## config.mk

```make
export PLATFORM = sky130hd
export DESIGN_NAME = tsense_bus_slave
export DESIGN_NICKNAME = d
export VERILOG_FILES = /design/src/rtl/tsbus_pkg.sv /design/src/rtl/tsbus_ctrl.sv /design/src/rtl/tsbus_regs.sv /design/src/rtl/tsense_bus_slave.sv
export SDC_FILE = /design/constraint.sdc
export NUM_CORES = 1
export LEC_CHECK = 0
export BUFFER_PORTS_ARGS = -buffer_cell sky130_fd_sc_hd__buf_2
export CORE_AREA = 2 2 110 112
export DETAILED_ROUTE_END_ITERATION = 8
export DIE_AREA = 0 0 112 114
export SETUP_SLACK_MARGIN = 0.15
export SLEW_MARGIN = 30
export SYNTH_ARGS = -nofsm -noshare
export SYNTH_HDL_FRONTEND = slang
export SYNTH_SLANG_ARGS = --single-unit
```

## constraint.sdc

```tcl
create_clock -name clk -period 2.7 [get_ports clk]
set_clock_uncertainty 0.15 [all_clocks]
set_input_delay 0.135 -clock clk [delete_from_list [all_inputs] [get_ports clk]]
set_output_delay 0.135 -clock clk [all_outputs]
set_load 0.01 [all_outputs]
```

## src/rtl/tsbus_pkg.sv

```systemverilog
package tsbus_pkg;
  localparam int PTR_W = 8;

  localparam logic [PTR_W-1:0] SEL_TEMP = 8'd0;
  localparam logic [PTR_W-1:0] SEL_CFG  = 8'd1;
  localparam logic [PTR_W-1:0] SEL_HYST = 8'd2;
  localparam logic [PTR_W-1:0] SEL_HOT  = 8'd3;

  typedef struct packed {
    logic       ptrWr;    // byte loads the register pointer
    logic       dataWr;   // byte is data for the selected register
    logic       dataLow;  // data byte is the second (low) byte
    logic [7:0] wrByte;
  } busStrb_t;

  typedef enum logic [1:0] {ST_IDLE, ST_ADDR, ST_WR, ST_RD} busState_t;
endpackage

```

## src/rtl/tsbus_ctrl.sv

```systemverilog
module tsbus_ctrl
  import tsbus_pkg::*;
#(
  parameter int         SYNC_STAGES = 2,
  parameter logic [3:0] ADDR_HI     = 4'b1001,
  parameter bit         USE_PINS    = 1'b1
) (
  input  logic       clk,
  input  logic       rstN,
  input  logic       sclIn,
  input  logic       sdaIn,
  input  logic [2:0] addrPins,
  input  logic [7:0] rdHi,
  input  logic [7:0] rdLo,
  input  logic       rdIs16,
  output busStrb_t   strb,
  output logic       sdaLow,
  output logic       convAbort,
  output logic       convRestart
);
  localparam logic [3:0] BIT_FULL = 4'd8;
  localparam logic [3:0] BIT_LAST = 4'd7;

  logic [SYNC_STAGES-1:0] sclPipe, sdaPipe;

  // bus line synchronisers, one flop per stage
  generate
    for (genvar g = 0; g < SYNC_STAGES; g++) begin : g_sync
      if (g == 0) begin : g_first
        always_ff @(posedge clk or negedge rstN)
          if (!rstN) begin
            sclPipe[0] <= 1'b1;
            sdaPipe[0] <= 1'b1;
          end else begin
            sclPipe[0] <= sclIn;
            sdaPipe[0] <= sdaIn;
          end
      end else begin : g_next
        always_ff @(posedge clk or negedge rstN)
          if (!rstN) begin
            sclPipe[g] <= 1'b1;
            sdaPipe[g] <= 1'b1;
          end else begin
            sclPipe[g] <= sclPipe[g-1];
            sdaPipe[g] <= sdaPipe[g-1];
          end
      end
    end
  endgenerate

  logic sclSync, sdaSync, sclPrev, sdaPrev;
  assign sclSync = sclPipe[SYNC_STAGES-1];
  assign sdaSync = sdaPipe[SYNC_STAGES-1];

  logic startDet, stopDet, sclRise, sclFall;
  assign startDet = sclSync && sclPrev && sdaPrev && !sdaSync;
  assign stopDet  = sclSync && sclPrev && !sdaPrev && sdaSync;
  assign sclRise  = sclSync && !sclPrev;
  assign sclFall  = !sclSync && sclPrev;

  logic [6:0] devAddr;
  assign devAddr = {ADDR_HI, (USE_PINS ? addrPins : 3'b000)};

  busState_t  state;
  logic [3:0] bitCnt;
  logic       inAck, ackThis, masterAck, firstRd, nextLow, sessAddr;
  logic [6:0] shiftR;
  logic [1:0] wrIdx;
  logic [7:0] txByte;
  logic [7:0] byteIn, txNext;

  assign byteIn    = {shiftR, sdaSync};
  assign txNext    = nextLow ? rdLo : rdHi;
  assign convAbort = sessAddr;

  always_ff @(posedge clk or negedge rstN) begin
    if (!rstN) begin
      sclPrev     <= 1'b1;
      sdaPrev     <= 1'b1;
      state       <= ST_IDLE;
      bitCnt      <= '0;
      inAck       <= 1'b0;
      ackThis     <= 1'b0;
      masterAck   <= 1'b0;
      firstRd     <= 1'b0;
      nextLow     <= 1'b0;
      sessAddr    <= 1'b0;
      shiftR      <= '0;
      wrIdx       <= '0;
      txByte      <= '0;
      sdaLow      <= 1'b0;
      strb        <= '0;
      convRestart <= 1'b0;
    end else begin
      sclPrev     <= sclSync;
      sdaPrev     <= sdaSync;
      strb        <= '0;
      convRestart <= 1'b0;
      if (startDet) begin
        state  <= ST_ADDR;
        bitCnt <= '0;
        inAck  <= 1'b0;
        wrIdx  <= '0;
        sdaLow <= 1'b0;
      end else if (stopDet) begin
        state  <= ST_IDLE;
        sdaLow <= 1'b0;
        if (sessAddr) convRestart <= 1'b1;
        sessAddr <= 1'b0;
      end else if (state != ST_IDLE) begin
        if (sclRise) begin
          if (!inAck && bitCnt != BIT_FULL) begin
            shiftR <= byteIn[6:0];
            bitCnt <= bitCnt + 4'd1;
            if (bitCnt == BIT_LAST) begin
              unique case (state)
                ST_ADDR: begin
                  if (byteIn[7:1] == devAddr) begin
                    ackThis  <= 1'b1;
                    sessAddr <= 1'b1;
                    firstRd  <= 1'b1;
                    nextLow  <= 1'b0;
                    state    <= byteIn[0] ? ST_RD : ST_WR;
                  end else begin
                    ackThis <= 1'b0;
                    state   <= ST_IDLE;
                  end
                end
                ST_WR: begin
                  ackThis     <= 1'b1;
                  strb.wrByte <= byteIn;
                  if (wrIdx == 2'd0) strb.ptrWr <= 1'b1;
                  else if (wrIdx != 2'd3) begin
                    strb.dataWr  <= 1'b1;
                    strb.dataLow <= (wrIdx == 2'd2);
                  end
                  if (wrIdx != 2'd3) wrIdx <= wrIdx + 2'd1;
                end
                default: ackThis <= 1'b0;
              endcase
            end
          end else if (!inAck) begin
            inAck     <= 1'b1;
            masterAck <= !sdaSync;
          end
        end
        if (sclFall) begin
          if (bitCnt == BIT_FULL && !inAck) begin
            sdaLow <= ackThis;
          end else if (inAck) begin
            inAck  <= 1'b0;
            bitCnt <= '0;
            sdaLow <= 1'b0;
            if (state == ST_RD) begin
              if (firstRd || masterAck) begin
                txByte  <= {txNext[6:0], 1'b0};
                sdaLow  <= !txNext[7];
                nextLow <= rdIs16 && !nextLow;
                firstRd <= 1'b0;
              end else begin
                state <= ST_IDLE;
              end
            end
          end else if (state == ST_RD && bitCnt != 4'd0) begin
            sdaLow <= !txByte[7];
            txByte <= {txByte[6:0], 1'b0};
          end
        end
      end
    end
  end

  p_sda_scl_low_r13: assert property (@(posedge clk) disable iff (!rstN)
    !$stable(sdaLow) |-> !sclSync);
  p_idle_release_r3: assert property (@(posedge clk) disable iff (!rstN)
    (state == ST_IDLE) |-> !sdaLow);
  p_ack_slot_r2: assert property (@(posedge clk) disable iff (!rstN)
    (sdaLow && state != ST_RD) |-> (bitCnt == BIT_FULL));
  p_restart_after_abort_r11: assert property (@(posedge clk) disable iff (!rstN)
    convRestart |-> $past(convAbort));
  p_restart_single_r11: assert property (@(posedge clk) disable iff (!rstN)
    convRestart |=> !convRestart);
endmodule

```

## src/rtl/tsbus_regs.sv

```systemverilog
module tsbus_regs
  import tsbus_pkg::*;
#(
  parameter logic [7:0]  CFG_RST  = 8'h00,
  parameter logic [15:0] HOT_RST  = 16'h5000,
  parameter logic [15:0] HYST_RST = 16'h4B00
) (
  input  logic        clk,
  input  logic        rstN,
  input  busStrb_t    strb,
  input  logic [15:0] tempValue,
  output logic [7:0]  cfgReg,
  output logic [15:0] hotLimit,
  output logic [15:0] hystLimit,
  output logic [7:0]  rdHi,
  output logic [7:0]  rdLo,
  output logic        rdIs16
);
  logic [PTR_W-1:0] regSel;

  always_ff @(posedge clk or negedge rstN) begin
    if (!rstN) begin
      regSel    <= SEL_TEMP;
      cfgReg    <= CFG_RST;
      hotLimit  <= HOT_RST;
      hystLimit <= HYST_RST;
    end else begin
      if (strb.ptrWr) regSel <= strb.wrByte;
      if (strb.dataWr) begin
        unique case (regSel)
          SEL_CFG:  if (!strb.dataLow) cfgReg <= strb.wrByte;
          SEL_HYST: if (strb.dataLow) hystLimit[7:0] <= strb.wrByte;
                    else              hystLimit[15:8] <= strb.wrByte;
          SEL_HOT:  if (strb.dataLow) hotLimit[7:0] <= strb.wrByte;
                    else              hotLimit[15:8] <= strb.wrByte;
          default: ;
        endcase
      end
    end
  end

  always_comb begin
    rdHi   = 8'h00;
    rdLo   = 8'h00;
    rdIs16 = 1'b0;
    unique case (regSel)
      SEL_TEMP: begin rdHi = tempValue[15:8]; rdLo = tempValue[7:0]; rdIs16 = 1'b1; end
      SEL_CFG:  rdHi = cfgReg;
      SEL_HYST: begin rdHi = hystLimit[15:8]; rdLo = hystLimit[7:0]; rdIs16 = 1'b1; end
      SEL_HOT:  begin rdHi = hotLimit[15:8];  rdLo = hotLimit[7:0];  rdIs16 = 1'b1; end
      default: ;
    endcase
  end

  p_ptr_only_r4: assert property (@(posedge clk) disable iff (!rstN)
    strb.ptrWr |=> ($stable(cfgReg) && $stable(hotLimit) && $stable(hystLimit)));
  p_cfg_extra_r5: assert property (@(posedge clk) disable iff (!rstN)
    (strb.dataWr && strb.dataLow) |=> $stable(cfgReg));
  p_msb_only_r6: assert property (@(posedge clk) disable iff (!rstN)
    (strb.dataWr && !strb.dataLow) |=> ($stable(hotLimit[7:0]) && $stable(hystLimit[7:0])));
  p_unused_sel_r10: assert property (@(posedge clk) disable iff (!rstN)
    (strb.dataWr && regSel > SEL_HOT) |=> ($stable(cfgReg) && $stable(hotLimit) && $stable(hystLimit)));
endmodule

```

## src/rtl/tsense_bus_slave.sv

```systemverilog
module tsense_bus_slave
  import tsbus_pkg::*;
#(
  parameter int          SYNC_STAGES = 2,
  parameter logic [3:0]  ADDR_HI     = 4'b1001,
  parameter bit          USE_PINS    = 1'b1,
  parameter logic [7:0]  CFG_RST     = 8'h00,
  parameter logic [15:0] HOT_RST     = 16'h5000,
  parameter logic [15:0] HYST_RST    = 16'h4B00
) (
  input  logic        clk,
  input  logic        rstN,
  input  logic        sclIn,
  input  logic        sdaIn,
  input  logic [2:0]  addrPins,
  input  logic [15:0] tempValue,
  output logic        sdaPullLow,
  output logic [7:0]  cfgReg,
  output logic [15:0] hotLimit,
  output logic [15:0] hystLimit,
  output logic        convAbort,
  output logic        convRestart
);
  busStrb_t   strb;
  logic [7:0] rdHi, rdLo;
  logic       rdIs16;

  tsbus_ctrl #(
    .SYNC_STAGES(SYNC_STAGES), .ADDR_HI(ADDR_HI), .USE_PINS(USE_PINS)
  ) u_ctrl (
    .clk(clk), .rstN(rstN), .sclIn(sclIn), .sdaIn(sdaIn), .addrPins(addrPins),
    .rdHi(rdHi), .rdLo(rdLo), .rdIs16(rdIs16), .strb(strb),
    .sdaLow(sdaPullLow), .convAbort(convAbort), .convRestart(convRestart)
  );

  tsbus_regs #(
    .CFG_RST(CFG_RST), .HOT_RST(HOT_RST), .HYST_RST(HYST_RST)
  ) u_regs (
    .clk(clk), .rstN(rstN), .strb(strb), .tempValue(tempValue),
    .cfgReg(cfgReg), .hotLimit(hotLimit), .hystLimit(hystLimit),
    .rdHi(rdHi), .rdLo(rdLo), .rdIs16(rdIs16)
  );
endmodule

```

Yosys cells after proc, flatten, opt, wreduce, memory -nomap -nowiden
Index checks and enable logic that the tools add are counted.

Add/sub/neg operators: 2. Eq/ne operators: 15. Muxes and demuxes: 97. Bitwise operators: 6. Reductions and logical operators: 55.

Operator list (number): $mux W11 (7); $mux W1 (51); $mux W2 (23); $mux W8 (5); $mux W4 (8); $pmux W8 S4 (1); $reduce_bool A2 Y1 (14); $pmux W8 S3 (1); $reduce_and A3 Y1 (7); $eq A8 B2 Y1 const B (2); $reduce_and A7 Y1 (2); $reduce_and A6 Y1 (2); $logic_and A1 B1 Y1 (11); $eq A8 B1 Y1 const B (1); $logic_not A1 Y1 (8); $logic_not A8 Y1 (1); $reduce_and A8 Y1 (1); $eq A7 B7 Y1 (1); $eq A2 B2 Y1 const B (3); $ne A2 B2 Y1 const B (3); $not A1 Y1 (6); $reduce_bool A3 Y1 (2); $reduce_and A5 Y1 (1); $reduce_bool A5 Y1 (1); 13 further kinds (13).

Flip-flop bits (word level): 96. Output and inout port bits: 43. Word-level logic and storage cells: 204.

Longest topological paths before layout
Gate-level depths: netlist of the first run.

Depth after elaboration: 14. Mapped depth: 8. Mapped depth without buffers: 7.

By module
A second synthesis of the first run with hierarchy kept.

Cell total of the unflattened synthesis: 367. Area, all modules: 4665.7 µm².

By module, submodules not included: tsbus_regs (times used 1, cells an instance 160, area an instance 2343.5 µm², seq. area each 1208.7 µm²); tsbus_ctrl (times used 1, cells an instance 207, area an instance 2322.2 µm², seq. area each 1183.6 µm²).

Worst setup path before layout of the first run
Ideal clock, no wire load.

Path kind: flip-flop to flip-flop. Start point: reg u_ctrl.sclPipe[1], in the netlist u_ctrl.sclSync. End point: reg u_ctrl.shiftR[0]. Arrival time: 2.022 ns. Required time: 2.425 ns. Path slack: 0.403 ns. Cell stages (with the launch flop): 7. Buffers on the path: 2. Path through: dfstp_2 > buf_2 > or3b_1 > clkbuf_1 > or2_2 > nor2_4 > mux2_2.

Longest elaborated chain between the ends: 5. Elaborated cells on any way between the ends: 9.

Ends and longest elaborated chain: start: declaration (RTL line tsbus_ctrl.sv:24) `logic [SYNC_STAGES-1:0] sclPipe, sdaPipe;`; start signal: indexed assignment (RTL line tsbus_ctrl.sv:44) `sclPipe[g] <= sclPipe[g-1];`; $logic_and A1 B1 Y1 (RTL line tsbus_ctrl.sv:56, tsbus_ctrl.sv:57); $logic_and A1 B1 Y1 (on tied branches) (2 in a row) (RTL line tsbus_ctrl.sv:56, tsbus_ctrl.sv:57); $not A1 Y1 (no line); $reduce_and A5 Y1 (no line) (*); end signal: assignment (RTL line tsbus_ctrl.sv:113) `shiftR <= byteIn[6:0];`; end: declaration (RTL line tsbus_ctrl.sv:67) `logic [6:0] shiftR;`.

Mark *: on every way between the ends. The rest lies on a longest branch, timed or not. A chain may end at the register's enable or synchronous reset.

Final worst setup path of the first run
Start point: reg u_ctrl.sclPipe[1], in the netlist u_ctrl.sclSync. End point: reg u_ctrl.shiftR[3].

The elaborated chain is that of the path after synthesis.

==> results.ini, run 1 <==
[grt]
grt_usage_pct=17.9
grt_first_pass_wirelength_mm=17.7
grt_max_degree=58
grt-ovfl-total=0
grt_pass1_vias=3299
antenna_found_initial=0

[die]
start_util_pct=38.7
die_w_um=112
num_rows=40
core_um2=11700
io_pins=66
dieArea_um2=12800
die_y_um=114

[placement]
portBuffers=65
hpwl_mm=7.66
dp_slack_ps=366
gp_congestion=0.834

[yosys]
synth_area_leaders=dfrtp_1 46%, mux2_2 16%, dfstp_2 6.9%
synth-async-reset-ratio_pct=100
ys_seq_area_share_pct=52.7
synth_top_area_cell=dfrtp_1
synth_cell_type_count=57
yosys_warnings=0
ys_ff_latch=95
synth_nets=410
syn_avg_cell_area_um2=12.0
synthCells=378
synthFlopType=dfrtp_1
synth_edf_count=0
synth_top_cell_area_share_pct=45.8
syn_area_um2=4540

[clock_tree]
clockRootBuffer=clkbuf_16
cts_resized=0
clock_latency_ps=350
numCtsBuffers=9
hold_buffers=3
clk_path_buf_depth=2
path_clk_slew_ps=70
cts_tree=built
cts.sinks=95
htreeDepth=3
post_cts_buffers=0

[drt]
ant_nets=0
vias=3174
wl_mm=10.5
drc_errors=0
route.detailed.wl_per_inst_um=17.5
avgViaCountPerCell=5.26
drt_iter0_markers=138
drtPass1Iterations=4

[power]
power.density_nw_per_um2=628
p_int_mw=2.49
power_switching_mw=0.897
swShare_pct=26.5
ir_drop_mv=0.369
power_frac_clock_pct=37.9
power_frac_comb_pct=13.8
seqPwrFrac_pct=48.3
power.leakage_nw=2.58

[setup_path]
crit_path_cell_trace=or3b_1 -> or2_2 -> nor2_4 -> mux2_2
critical_path.top_delay_family=simple AND/OR/NAND/NOR gates
path_class=register to register
cp-end-kind=register
cpPeakStageDelay_ps=620
cp_num_buf_inv=0
crit_slowest_cell=dfstp_2
start_kind=register
worstPathArrival_ps=2430
cp_max_fo=11
cp_data_required_time_ps=2780

[sta]
tns_ps=0
fmax_ghz=0.426
setup_ws_ps=354
worst_pin_slew_ps=530
rsz0062_at_grt=false
slew_headroom_pct=64.7
period_minus_slack_ps=2350
hold_viol_final=0
finalSetupViolCount=0
period_share_pct=86.9
drv_slew=0

[job]
maxCapViolCount=0

[finish]
mostFrequentLayoutCells=83 x dfrtp_1, 64 x buf_2, 63 x mux2_2
diodes=0
fin_util_pct=46.1
drive_above_1_share_pct=39.0
fin_nets=483
fillers=1128
layout_commonest_cell=dfrtp_1
areaGrowthSynthToFinish_pct=19.0

[hold_path]
holdCritPathClass=primary input to asynchronous set/reset pin

[status]
outcome=finished, final reports clean

## cells by family (layout without fill, tap and decap cells)
| family | Yosys count | after routing | synth area share (%) |
|---|---|---|---|
| XOR/XNOR | 4 | 4 | 0.772 |
| AO/OA/AOI/OAI | 61 | 61 | 9.05 |
| multiplexers | 81 | 81 | 19.9 |
| adder cells (fa/ha/maj) | 10 | 10 | 2.70 |
| flip-flops | 95 | 95 | 52.7 |
| buffers and inverters | 26 | 104 | 2.29 |
| AND/OR/NAND/NOR | 101 | 101 | 12.6 |
## per-layer routing
layer | wire length, µm | vias to the layer above | GRT usage, %
met1 | 4750 | 1591 | 23.3
met2 | 5150 | 68 | 29.9
met4 | 117 | 0 | 3.90
met5 | 0 | - | 0
met3 | 515 | 11 | 5.31
li1 | - | 1504 | -
## state kept, by name (all words and copies together) (netlist names), 2 cells and up
register / cells
u_ctrl.bitCnt: 4
u_ctrl.shiftR: 7
u_ctrl.state: 2
u_ctrl.strb: 11
u_ctrl.txByte: 7
u_ctrl.wrIdx: 2
u_regs.cfgReg: 8
u_regs.hotLimit: 16
u_regs.hystLimit: 16
u_regs.regSel: 8
## through the flow
step / hold WS [ps] / power [mW] / std cells / instance area, µm²
finish: 154 / 3.39 / 603 / 5400
global route: 199 / 3.56 / 603 / 5400
CTS: 168 / 3.43 / 603 / 5400
detailed placement: 0.925 / 2.13 / 584 / 5070
global placement: 2.25 / 2.11 / 584 / 5070
floorplan: -311 / 1.96 / 378 / 4540
## final cells by class
type / instances / area (µm²) / area share, %
Inverter: 10 / 37.5 / 0.695
Timing Repair Buffer: 78 / 445 / 8.25
Clock buffer: 11 / 243 / 4.49
Sequential cell: 95 / 2390 / 44.3
Multi-Input combinational cell: 257 / 2040 / 37.8
Tap cell: 147 / 184 / 3.41
Clock inverter: 5 / 57.6 / 1.07
## Yosys cell counts, types with 2 or more instances
master and n:
a21oi_1 3, a32o_1 2, a41oi_1 7, and2_1 12, and3b_1 3, buf_2 5, clkbuf_1 11, dfrtp_1 83
dfstp_2 12, ha_1 9, inv_1 10, mux2_2 63, mux2i_1 17, nand2_1 30, nand2b_1 2, nand3_1 5
nand3_2 3, nand3b_1 3, nand4_1 2, nor2_1 19, nor2b_1 4, nor3b_1 2, nor4_1 2, o211ai_1 4
o21a_1 2, o21ai_0 27, o221ai_1 2, or2_2 2, xor2_1 4
## power groups by stage
stage | logic, mW | registers [mW] | clock network [mW]
finish | 0.468 | 1.64 | 1.28
detailed placement | 0.467 | 1.66 | 0
floorplan | 0.323 | 1.64 | 0
global placement | 0.455 | 1.66 | 0
global route | 0.529 | 1.66 | 1.38
CTS | 0.475 | 1.64 | 1.32
## final timing paths
kind / start / to / slack (ps) / cells after the start
max in group asynchronous: rstN / u_regs.hotLimit[14] / 1510 / 3
hold reg to reg: u_ctrl.sclPipe[0] / u_ctrl.sclSync / 210 / 0
setup / recovery: u_ctrl.sclSync / u_ctrl.shiftR[3] / 350 / 4
hold / removal: rstN / u_regs.hotLimit[2] / 150 / 2
min in group clk: tempValue[0] / u_ctrl.txByte[1] / 190 / 5
setup reg to reg: u_ctrl.sclSync / u_ctrl.shiftR[3] / 350 / 4
## worst reg2reg max path, delay by kind of cell (launching register included)
| kind | cells | cell delay (ps) |
|---|---|---|
| multiplexers | 1 | 370 |
| flip-flops | 1 | 620 |
| AND/OR/NAND/NOR | 3 | 1080 |
No activity file was read; power rests on OpenSTA's default activity.
==> inputs of run 2 (changes only) <==
Settings changed: PLACE_DENSITY from default to 0.58.
==> run 2 against run 1 <==
Effect of this change:
- non-clock buffer count shrank 1
- setup slack got worse by 48 ps
- total power grew 1.7%
- sequential cell count is the same
- worst hold slack better by 50 ps
- wire length shrank 0.70%
- register-to-register slack worse by 50 ps
- largest power group unchanged
==> results.ini, run 2 (synthesis gave the netlist of run 1 again) <==
[status]
outcome=finished, final reports clean  ; unchanged

[sta]
worst_pin_slew_ps=707  ; was 530 ps
period_share_pct=88.7  ; was 86.9%
rsz0062_at_grt=false  ; unchanged
tns_ps=0  ; unchanged
drv_slew=0  ; unchanged
finalSetupViolCount=0  ; unchanged
period_minus_slack_ps=2390  ; was 2350 ps
slew_headroom_pct=52.7  ; was 64.7%
fmax_ghz=0.418  ; was 0.426 GHz
hold_viol_final=0  ; unchanged

[clock_tree]
hold_buffers=3  ; unchanged
numCtsBuffers=9  ; unchanged
clk_path_buf_depth=2  ; unchanged
clockRootBuffer=clkbuf_16  ; unchanged
cts.sinks=95  ; unchanged
cts_tree=built  ; unchanged
post_cts_buffers=0  ; unchanged
htreeDepth=3  ; unchanged
cts_resized=0  ; unchanged
clock_latency_ps=350  ; about the same
path_clk_slew_ps=70  ; about the same

[finish]
reg.largest.list=u_regs.hotLimit (16), u_regs.hystLimit (16), u_ctrl.strb (11)  ; unchanged
fin_nets=482  ; was 483
diodes=0  ; unchanged
multi_input_area_um2=2040  ; unchanged
fillers=1085  ; was 1128
areaGrowthSynthToFinish_pct=19.0  ; about the same
layout_commonest_cell=dfrtp_1  ; unchanged
layout.cells.non_filler=602  ; was 603
seqCellArea_um2=2390  ; unchanged
mostFrequentLayoutCells=83 x dfrtp_1, 64 x buf_2, 63 x mux2_2  ; unchanged
fin_util_pct=46.1  ; about the same
drive_above_1_share_pct=38.5  ; was 39.0%

[setup_path]
cp-end-kind=register  ; unchanged
crit_slowest_cell=o2111a_1  ; was dfstp_2
critical_path.top_delay_family=compound AO/OA/AOI/OAI gates  ; was simple AND/OR/NAND/NOR gates
path_class=register to register  ; unchanged
start_kind=register  ; unchanged
cp_max_fo=20  ; was 11
worstPathArrival_ps=2500  ; was 2430 ps
cpPeakStageDelay_ps=670  ; was 620 ps
crit_path_cell_trace=inv_1 -> ha_1 -> nor3b_1 -> o2111a_1 -> o21ai_0 -> a41oi_1  ; was or3b_1 -> or2_2 -> nor2_4 -> mux2_2
cp_num_buf_inv=1  ; was 0
cp_data_required_time_ps=2810  ; was 2780 ps

[power]
power.leakage_nw=2.58  ; about the same
power.density_nw_per_um2=638  ; was 628 nW/µm²
ir_drop_mv=0.381  ; was 0.369 mV

[placement]
hpwl_mm=7.50  ; was 7.66 mm
dp.cells=583  ; was 584
gp_congestion=0.803  ; was 0.834
portBuffers=65  ; unchanged

[die]
core_um2=11700  ; unchanged
num_rows=40  ; unchanged
die_y_um=114  ; unchanged
die_w_um=112  ; unchanged
dieArea_um2=12800  ; unchanged
io_pins=66  ; unchanged
start_util_pct=38.7  ; unchanged

[grt]
grt_pass1_vias=3190  ; was 3299
grt-ovfl-total=0  ; unchanged
grt_usage_pct=17.4  ; was 17.9%
grt_max_degree=49  ; was 58
antenna_found_initial=0  ; unchanged
grt_first_pass_wirelength_mm=17.1  ; was 17.7 mm

[hold_path]
holdCritPathClass=primary input to register  ; was primary input to asynchronous set/reset pin

[drt]
wl_mm=10.5  ; about the same
avgViaCountPerCell=5.28  ; was 5.26
drt_iter0_markers=141  ; was 138
drtPass1Iterations=4  ; unchanged
vias=3177  ; was 3174
drc_errors=0  ; unchanged
route.detailed.wl_per_inst_um=17.4  ; was 17.5 µm
ant_nets=0  ; unchanged

[job]
maxCapViolCount=0  ; unchanged

run 2: worst min-delay path, delay by kind of cell:
kind	cells	cell delay (ps)
AO/OA/AOI/OAI	3	310
buffers and inverters	1	100
multiplexers	1	120
run 2: layer usage:
layer  routed length, µm  GRT usage (%)  vias to the layer above
met5                   0              0                        -
met4                 278           7.07                        0
met3                 632           4.41                       18
met2                4780           27.4                      100
met1                4770           23.1                     1552
li1                    -              -                     1507
run 2: path summary, 6_finish.rpt:
| path | start | end | slack (ps) | cells past startpoint |
|---|---|---|---|---|
| worst max-delay path | u_ctrl.state[0] | u_ctrl.txByte[4] | 310 | 6 |
| worst min-delay path | tempValue[0] | u_ctrl.txByte[1] | 200 | 5 |
| min in group asynchronous | rstN | u_regs.hotLimit[2] | 210 | 2 |
| worst min register to register | u_ctrl.sdaPipe[0] | u_ctrl.sdaSync | 200 | 0 |
| max in group asynchronous | rstN | u_regs.hotLimit[14] | 1470 | 3 |
| worst max register to register | u_ctrl.state[0] | u_ctrl.txByte[4] | 310 | 6 |
run 2: power by group:
group | internal [mW] | total [mW] | leakage, nW | switching [mW]
sequential | 1.54 | 1.64 | 1.23 | 0.102
clock | 0.810 | 1.34 | 0.151 | 0.529
combinational | 0.211 | 0.466 | 1.20 | 0.255
total | 2.56 | 3.45 | 2.58 | 0.886
run 2: stage by stage:
step | hold WS (ps) | total power, mW | setup WS, ps | cell area, µm²
after global routing | 215 | 3.61 | 156 | 5400
final | 203 | 3.45 | 306 | 5400
after floorplan | -311 | 1.96 | 403 | 4540
after CTS | 183 | 3.49 | 295 | 5400
after global placement | 47.6 | 2.12 | 389 | 5060
after detailed placement | 55.7 | 2.14 | 330 | 5060
run 2: layout make-up:
class | count | area share (%)
Clock buffer | 12 | 4.38
Clock inverter | 4 | 1.30
Inverter | 10 | 0.695
Multi-Input combinational cell | 257 | 37.8
Sequential cell | 95 | 44.3
Tap cell | 147 | 3.41
Timing Repair Buffer | 77 | 8.11
